File: src/rtl/tlm_pkg.sv
package tlm_pkg;

   typedef enum logic {
      ST_UNLOCKED = 1'b0,
      ST_LOCKED   = 1'b1
   } lock_state_e;

   localparam int unsigned THR_FLOOR_DEF = 32'h0000_001F;
   localparam int unsigned THR_RESET_DEF = 32'h0000_026C;

endpackage

File: src/rtl/tlm_absdiff.sv
module tlm_absdiff #(
   parameter int W        = 64,
   parameter bit SATURATE = 1'b1
) (
   input  logic [W-1:0] a_i,
   input  logic [W-1:0] b_i,
   output logic [W-1:0] diff_o,
   output logic [W-1:0] mag_o
);
   localparam logic [W-1:0] MOST_NEG = {1'b1, {(W-1){1'b0}}};
   localparam logic [W-1:0] MOST_POS = {1'b0, {(W-1){1'b1}}};

   logic [W-1:0] neg_w;

   assign diff_o = a_i - b_i;
   assign neg_w  = diff_o[W-1] ? (~diff_o + 1'b1) : diff_o;

   generate
      if (SATURATE) begin : g_sat
         assign mag_o = (diff_o == MOST_NEG) ? MOST_POS : neg_w;
      end else begin : g_wrap
         assign mag_o = neg_w;
      end
   endgenerate

endmodule

File: src/rtl/tlm_thr_reg.sv
module tlm_thr_reg #(
   parameter int          THR_W   = 16,
   parameter int unsigned THR_MIN = 31,
   parameter int unsigned THR_RST = 620
) (
   input  logic             clk_i,
   input  logic             rst_ni,
   input  logic             wr_i,
   input  logic [THR_W-1:0] val_i,
   output logic [THR_W-1:0] thr_o
);
   localparam logic [THR_W-1:0] FLOOR = THR_W'(THR_MIN);
   localparam logic [THR_W-1:0] RSTV  = THR_W'(THR_RST);

   always_ff @(posedge clk_i or negedge rst_ni) begin
      if (!rst_ni)   thr_o <= RSTV;
      else if (wr_i) thr_o <= (val_i < FLOOR) ? FLOOR : val_i;
   end

   AST_THR_HOLD: assert property (@(posedge clk_i) disable iff (!rst_ni)
      !wr_i |=> $stable(thr_o));
   AST_THR_FLOOR: assert property (@(posedge clk_i) disable iff (!rst_ni)
      wr_i |=> thr_o >= FLOOR);

endmodule

File: src/rtl/tlm_lock_fsm.sv
module tlm_lock_fsm
   import tlm_pkg::*;
#(
   parameter int CNT_W = 8
) (
   input  logic             clk_i,
   input  logic             rst_ni,
   input  logic             smp_i,
   input  logic             off_i,
   input  logic             exceed_i,
   input  logic             clr_i,
   input  logic [CNT_W-1:0] regain_n_i,
   output logic             locked_o,
   output logic             evt_o,
   output logic             sticky_o
);
   lock_state_e      st_q, st_n;
   logic [CNT_W-1:0] cnt_q, cnt_n, need_w;
   logic [CNT_W:0]   inc_w;
   logic             evt_n, sticky_n;

   assign need_w = (regain_n_i == '0) ? CNT_W'(1) : regain_n_i;
   assign inc_w  = {1'b0, cnt_q} + 1'b1;

   always_comb begin
      st_n  = st_q;
      cnt_n = cnt_q;
      evt_n = 1'b0;
      if (off_i) begin
         st_n  = ST_UNLOCKED;
         cnt_n = '0;
      end else if (smp_i) begin
         unique case (st_q)
            ST_LOCKED: begin
               if (exceed_i) begin
                  st_n  = ST_UNLOCKED;
                  evt_n = 1'b1;
               end
            end
            default: begin
               if (exceed_i) begin
                  cnt_n = '0;
               end else if (inc_w >= {1'b0, need_w}) begin
                  st_n  = ST_LOCKED;
                  cnt_n = '0;
                  evt_n = 1'b1;
               end else begin
                  cnt_n = inc_w[CNT_W-1:0];
               end
            end
         endcase
      end
      sticky_n = evt_n ? 1'b1 : (clr_i ? 1'b0 : sticky_o);
   end

   always_ff @(posedge clk_i or negedge rst_ni) begin
      if (!rst_ni) begin
         st_q     <= ST_UNLOCKED;
         cnt_q    <= '0;
         evt_o    <= 1'b0;
         sticky_o <= 1'b0;
      end else begin
         st_q     <= st_n;
         cnt_q    <= cnt_n;
         evt_o    <= evt_n;
         sticky_o <= sticky_n;
      end
   end

   assign locked_o = (st_q == ST_LOCKED);

   AST_LOSS_ONE_SAMPLE: assert property (@(posedge clk_i) disable iff (!rst_ni)
      (smp_i && !off_i && exceed_i && locked_o) |=> (!locked_o && evt_o));
   AST_EVT_ON_CHANGE: assert property (@(posedge clk_i) disable iff (!rst_ni)
      evt_o |-> (locked_o != $past(locked_o)));
   AST_STICKY_WITH_EVT: assert property (@(posedge clk_i) disable iff (!rst_ni)
      evt_o |-> sticky_o);
   AST_OFF_QUIET: assert property (@(posedge clk_i) disable iff (!rst_ni)
      off_i |=> (!locked_o && !evt_o));
   AST_IDLE_HOLD: assert property (@(posedge clk_i) disable iff (!rst_ni)
      (!smp_i && !off_i) |=> ($stable(locked_o) && !evt_o));

endmodule

File: src/rtl/tlm_lock_monitor.sv
module tlm_lock_monitor
   import tlm_pkg::*;
#(
   parameter int          TIME_W   = 64,
   parameter int          THR_W    = 16,
   parameter int          CNT_W    = 8,
   parameter int unsigned THR_MIN  = THR_FLOOR_DEF,
   parameter int unsigned THR_RST  = THR_RESET_DEF,
   parameter bit          SATURATE = 1'b1
) (
   input  logic              clk_i,
   input  logic              rst_ni,
   input  logic              smp_i,
   input  logic [TIME_W-1:0] local_time_i,
   input  logic [TIME_W-1:0] ref_time_i,
   input  logic              thr_wr_i,
   input  logic [THR_W-1:0]  thr_val_i,
   input  logic [CNT_W-1:0]  regain_n_i,
   input  logic              sync_off_i,
   input  logic              sticky_clr_i,
   output logic              locked_o,
   output logic              lock_evt_o,
   output logic              evt_sticky_o,
   output logic [TIME_W-1:0] diff_o
);
   generate
      if (TIME_W <= THR_W) begin : g_bad_width
         $error("TIME_W must exceed THR_W");
      end
      if (THR_MIN > THR_RST) begin : g_bad_reset
         $error("THR_RST below THR_MIN");
      end
      if (CNT_W < 1) begin : g_bad_cnt
         $error("CNT_W must be at least 1");
      end
   endgenerate

   logic [TIME_W-1:0] diff_w, mag_w;
   logic [THR_W-1:0]  thr_q;
   logic              exceed_w, take_w;

   tlm_absdiff #(.W(TIME_W), .SATURATE(SATURATE)) u_diff (
      .a_i    (ref_time_i),
      .b_i    (local_time_i),
      .diff_o (diff_w),
      .mag_o  (mag_w)
   );

   tlm_thr_reg #(.THR_W(THR_W), .THR_MIN(THR_MIN), .THR_RST(THR_RST)) u_thr (
      .clk_i  (clk_i),
      .rst_ni (rst_ni),
      .wr_i   (thr_wr_i),
      .val_i  (thr_val_i),
      .thr_o  (thr_q)
   );

   assign exceed_w = mag_w > TIME_W'(thr_q);
   assign take_w   = smp_i && !sync_off_i;

   tlm_lock_fsm #(.CNT_W(CNT_W)) u_fsm (
      .clk_i      (clk_i),
      .rst_ni     (rst_ni),
      .smp_i      (smp_i),
      .off_i      (sync_off_i),
      .exceed_i   (exceed_w),
      .clr_i      (sticky_clr_i),
      .regain_n_i (regain_n_i),
      .locked_o   (locked_o),
      .evt_o      (lock_evt_o),
      .sticky_o   (evt_sticky_o)
   );

   always_ff @(posedge clk_i or negedge rst_ni) begin
      if (!rst_ni)     diff_o <= '0;
      else if (take_w) diff_o <= diff_w;
   end

   AST_DIFF_HOLD: assert property (@(posedge clk_i) disable iff (!rst_ni)
      !take_w |=> $stable(diff_o));
   AST_MAG_POSITIVE: assert property (@(posedge clk_i) disable iff (!rst_ni)
      (SATURATE && smp_i) |-> !mag_w[TIME_W-1]);
   AST_WITHIN_KEEPS_LOCK: assert property (@(posedge clk_i) disable iff (!rst_ni)
      (take_w && locked_o && (mag_w <= TIME_W'(thr_q))) |=> locked_o);

endmodule

File: config.mk
export PLATFORM = sky130hd
export DESIGN_NAME = tlm_lock_monitor
export DESIGN_NICKNAME = d
export VERILOG_FILES = /design/src/rtl/tlm_pkg.sv /design/src/rtl/tlm_absdiff.sv /design/src/rtl/tlm_thr_reg.sv /design/src/rtl/tlm_lock_fsm.sv /design/src/rtl/tlm_lock_monitor.sv
export SDC_FILE = /design/constraint.sdc
export NUM_CORES = 1
export LEC_CHECK = 0
export ABC_CLOCK_PERIOD_IN_PS = 8200
export BUFFER_PORTS_ARGS = -buffer_cell sky130_fd_sc_hd__buf_2
export CORE_UTILIZATION = 30
export CTS_CLUSTER_DIAMETER = 40
export DETAILED_ROUTE_END_ITERATION = 8
export GPL_ROUTABILITY_DRIVEN = 0
export PLACE_DENSITY_LB_ADDON = 0.3
export SLEW_MARGIN = 20
export SYNTH_ARGS = -nofsm -noshare
export SYNTH_HDL_FRONTEND = slang
export SYNTH_SLANG_ARGS = --single-unit
File: constraint.sdc
create_clock -name clk_i -period 8.2 [get_ports clk_i]
set_input_delay 0.82 -clock clk_i [delete_from_list [all_inputs] [get_ports clk_i]]
set_output_delay 0.82 -clock clk_i [all_outputs]
set_load 0.01 [all_outputs]
# Word-level counts from Yosys, hierarchy flattened
# Cells that the tools add are included.
# word_totals
ff_bits	91
out_inout_bits	67
wordCells	42
input_bits	158
# op_classes
n_lt_le_gt_ge	3
bitwise_logic	1
n_eq_ne	2
n_addsub	3
n_reduce_logical	6
muxes	21
# op_table
operator	n
$mux W64	2
$add A64 B1 Y64 const B	1
$eq A64 B64 Y1 const B	1
$gt A64 B16 Y1	1
$not A64 Y64	1
$sub A64 B64 Y64	1
$mux W8	6
$lt A16 B5 Y1 const B	1
$mux W16	1
$mux W1	12
$add A8 B1 Y9 const B	1
$ge A9 B8 Y1	1
$logic_not A8 Y1	1
$reduce_bool A2 Y1	2
$ne A2 B2 Y1 const B	1
$reduce_and A2 Y1	1
$logic_and A1 B1 Y1	1
$logic_not A1 Y1	1

# Longest topological paths before layout
# depth
word_depth	11
mapped_depth	32
depth_no_buf	30

# Modules after synthesis
# From an unflattened synthesis, not the netlist that was laid out.
# hier_totals
cells_unflattened	1504
hier_area_um2	11701.2
# modules_own_cells
mod	n_inst	cells_each	area_each_um2
tlm_absdiff	1	1167	7335.8
tlm_lock_monitor	1	209	2886.5
tlm_lock_fsm	1	82	779.5
tlm_thr_reg	1	46	699.4

# Least setup slack after synthesis
# OpenSTA, ideal clock, no wires.
# synth_timing
kind	input port to flip-flop
from	in ref_time_i[0]
to	reg u_fsm.st_q, in the netlist u_fsm.locked_o
arrival_ns	7.988
path_buffers	2
setup_slack_ns	0.125
required_time_ns	8.113
path_stages	32
setup_time_ns	0.087
cell_sequence	inv_1 ha_1 inv_1 fa_1 a211oi_2 nor4_1 a211oi_4 o21ai_2 o22a_1 xor2_1 or4_1 clkbuf_1 or4_4 nor2_1 nand3_1 clkbuf_1 nand2_1 ha_1 a21o_1 a21o_1 a21oi_1 o21ai_0 a21o_1 a21oi_1 o211ai_1 a22oi_1 nand3_1 or4_1 or4_1 a2111oi_4 nand3b_2 a211oi_2
# synth_via
elab_chain_cells	10
# synth_rtl
item	line_no	rtl
from (decl)	tlm_lock_monitor.sv:15	input logic [TIME_W-1:0] ref_time_i,
$sub A64 B64 Y64 *	tlm_absdiff.sv:15	assign diff_o = a_i - b_i;
$not A64 Y64	tlm_absdiff.sv:16	assign neg_w = diff_o[W-1] ? (~diff_o + 1'b1) : diff_o;
$add A64 B1 Y64	tlm_absdiff.sv:16	
$mux W64	tlm_absdiff.sv:16	
$mux W64 *	tlm_absdiff.sv:20	assign mag_o = (diff_o == MOST_NEG) ? MOST_POS : neg_w;
$gt A64 B16 Y1 *	tlm_lock_monitor.sv:57	assign exceed_w = mag_w > TIME_W'(thr_q);
$mux W1, on equally long branches	tlm_lock_fsm.sv:41, tlm_lock_fsm.sv:35	
$mux W1 *	tlm_lock_fsm.sv:33	unique case (st_q)
$mux W1 *	tlm_lock_fsm.sv:32	end else if (smp_i) begin
$mux W1 *	tlm_lock_fsm.sv:29	if (off_i) begin
to (signal assigned)	tlm_lock_fsm.sv:63	st_q <= st_n;
to (decl)	tlm_lock_fsm.sv:17	lock_state_e st_q, st_n;
# Mark *: on every way between the ends. The rest lies on a longest branch, timed or not. The select of a mux whose other input is x is not followed.
# A chain may end at the register's enable or synchronous reset.

# Worst setup path in the final report
# layout_timing
from	in ref_time_i[0]
to	reg u_fsm.cnt_q[3]
# layout_via
elab_chain_cells	10
# layout_rtl
item	line_no	rtl
$sub A64 B64 Y64 *	tlm_absdiff.sv:15	
$not A64 Y64	tlm_absdiff.sv:16	
$add A64 B1 Y64	tlm_absdiff.sv:16	
$mux W64	tlm_absdiff.sv:16	
$mux W64 *	tlm_absdiff.sv:20	
$gt A64 B16 Y1 *	tlm_lock_monitor.sv:57	
$mux W8 *	tlm_lock_fsm.sv:41	if (exceed_i) begin
$mux W8 *	tlm_lock_fsm.sv:33	
$mux W8 *	tlm_lock_fsm.sv:32	
$mux W8 *	tlm_lock_fsm.sv:29	
to (signal assigned)	tlm_lock_fsm.sv:64	cnt_q <= cnt_n;
to (decl)	tlm_lock_fsm.sv:18	logic [CNT_W-1:0] cnt_q, cnt_n, need_w;
# Marked as above.

==> qor.txt <==
Setup bufs post-CTS - 0
Vias post-DR - 14,604
Number of antenna diodes - 0
Grt ovf - 0
Worst-Margin Slew - 1040 ps
Placed insts - 2,557
Register area share after synthesis - 19.1%
Total power - 2350 uW
Required time of the worst setup path - 8460 ps
Reg2reg end - u_fsm.cnt_q[3]
Placeable core area - 39,000 um2
Die area - 40,700 um2
Max incr delay on CP - 590 ps
Asr flop ratio synth - 100%
Number of synthesized flops with an enable pin - 0
Share of cells above drive strength 1 - 24.1%
Clk_skew - 7.49 ps
DR iter-0 viols - 1,238
Post-DP Area - 14,900 um2
Detailed Place HPWL - 41.0 mm
Max IR drop VDD - 102 uV
CTS tree - built
Fin cells - 2,574
H-tree lvl count - 3
Synthesized instance count - 1,700
Leakage power - 0.00700 uW
Design Area, Final - 15,300 um2
CTS Root Cell - clkbuf_16
Largest net degree at the start of global routing - 120
Final Hold Fails - 0
Synth-to-layout area growth - 27.5%
Sink Count - 91
RSZ-0062 raised after global routing - false
Num ports - 225
Synthesized Nets - 1,948
Nets - 2,299
WP buf/inv - 4
Most common cell after layout, fill and taps aside - nand2_1
Drt total wl - 48.3 mm
Hold Crit Class - input pin to async pin
Total track usage - 23.2%
DRT Pass-1 Iters - 7
Number of port buffers - 224
Post-route DRC violation count - 0
Vias per cell - 5.67
Minimum clock period - 7670 ps
Power density cells - 154 nW/um2
Setup TNS Final - 0 ps
Max_cap viols - 0
Outcome - complete, no violations
Ys flop type - dfrtp_1
Setup CP Type - input pin to flip-flop
CTS clk-pin slew, worst paths - 60 ps
Post-Syn Area - 12,000 um2
Wire per inst - 18.8 um
Reg2reg start - u_thr.thr_o[9]
Slew Limit Fails - 0
Vias in the first global route - 14,013
Die Height - 202 um
Global-route wire length before repair - 75.9 mm
Highest-count cells in the layout ignoring fill and taps - nand2_1 (253), buf_2 (223), buf_4 (201), o21ai_0 (145), a21oi_1 (129)
Average size of a mapped cell - 7.05 um2
Worst skew pair latency - 340 ps
Critical Path Start Type - input pin
Seq cells post-synth - 91
Clock Tree Buf Depth - 2
Cts bufs inserted - 9
Crit-path leading delay family - simple AND/OR/NAND/NOR gates
Slew margin rel. - 29.9%
R2R depth - 17
Routed Antenna Nets - 0
Critical Path AT - 7930 ps
Max Fanout on Critical Path - 5
Count of unique library cells instantiated by Yosys - 91
Slack of the worst reg-to-reg path - 3970 ps
Slowest-stage cell, CP - or4_1
Initial antenna violation count - 0
Initial Utilization - 30.7%
Endpoints failing setup - 0
Die span in x - 202 um
Top achievable clock speed - 130 MHz
Period utilization - 93.5%
Yosys warns - 0
# rows - 72
Crit path capture type - flip-flop
==> through the flow <==
| stage | util (%) | setup slack (ps) | hold slack (ps) |
|---|---|---|---|
| after global routing | 39.2 | 3.94 | 438 |
| after detailed placement | 38.2 | -118 | 465 |
| after CTS | 39.0 | 218 | 415 |
| final | 39.2 | 534 | 409 |
| after floorplan | - | 125 | 478 |
| after global placement | 38.2 | 51.5 | 458 |
==> worst max path at each step <==
stage	from	end	slack, ps	depth (start not counted)
after CTS	ref_time_i[0]	u_fsm.cnt_q[2]	220	33
after global placement	ref_time_i[0]	u_fsm.cnt_q[1]	50	34
after global routing	ref_time_i[0]	u_fsm.cnt_q[0]	4	33
after detailed placement	ref_time_i[0]	u_fsm.cnt_q[2]	-120	33
final	ref_time_i[0]	u_fsm.cnt_q[3]	530	32
after floorplan	ref_time_i[0]	u_fsm.locked_o	130	32
==> synth_stat cells, drive strengths merged (12+ instances only) <==
master | n | share of area, %
a211oi | 13 | 1.0
a21o | 27 | 1.7
a21oi | 131 | 5.5
a31oi | 15 | 0.78
and2 | 16 | 0.84
and3 | 17 | 0.89
and4 | 17 | 1.2
buf | 25 | 1.0
clkbuf | 61 | 1.9
dfrtp | 86 | 18
ha | 89 | 9.3
inv | 109 | 3.4
mux2i | 12 | 1.0
nand2 | 253 | 7.9
nand3 | 51 | 2.1
nand4 | 73 | 3.8
nor2 | 109 | 3.4
nor3 | 51 | 2.2
nor4 | 27 | 1.6
o211ai | 30 | 1.9
o21ai | 171 | 7.2
or3 | 18 | 0.94
or4 | 13 | 0.88
xnor2 | 39 | 2.9
xor2 | 27 | 2.0
==> sequential cells by signal, indices dropped and copies added, names as in the netlist <==
name,count
u_fsm.cnt_q,8
u_fsm.evt_o,1
diff_o,64
u_thr.thr_o,16
u_fsm.sticky_o,1
u_fsm.locked_o,1
==> where the power goes <==
group          switching [uW]  internal (uW)
Combinational             833            544
Sequential               44.5            524
Clock                     170            236
Total                    1050           1310
==> logic make-up (layout without fill, tap and decap cells) <==
kind of cell,Yosys count,after routing,synth area share (%)
xor gates and xnor gates,66,66,4.89
muxes,17,17,1.47
DFF,91,91,19.1
and+or+nand+nor,695,695,28.9
AOI/OAI and AO/OA,546,546,29.9
buffers and inverters,195,551,6.33
adders and majority gates,90,90,9.46
==> layout make-up <==
| type | instances | area, um2 |
|---|---|---|
| Timing Repair Buffer | 426 | 2660 |
| Fill cell | 4144 | 23700 |
| Inverter | 109 | 409 |
| Multi-Input combinational cell | 1414 | 8980 |
| Clock inverter | 4 | 52.6 |
| Clock buffer | 12 | 236 |
| Tap cell | 518 | 648 |
| Sequential cell | 91 | 2280 |
==> worst reg2reg max path, stage by stage, from the launching register on <==
cell       delay, ps
dfstp_2          520
inv_1             60
ha_1             310
a21o_1           160
a21o_1           170
a21oi_1          140
o21ai_0          100
a21o_1           190
a21oi_2          150
o211ai_1         120
a22oi_2          190
nand3_1           90
or4_1            590
or4_1            580
a2111oi_4        300
nand3b_2         160
buf_4            180
o21ai_1          130
==> routing by layer <==
layer  global-route usage (%)  wire length, um
met5                        0                0
met3                     4.13             4270
met2                     34.9            20200
met1                     32.6            22000
met4                     8.90             1840
==> what timing repair did <==
item,CTS,global route
endpoints found under the setup margin,0,11
resized for setup,0,10
hold buffers,0,0
No activity file was read; power rests on OpenSTA's default activity.
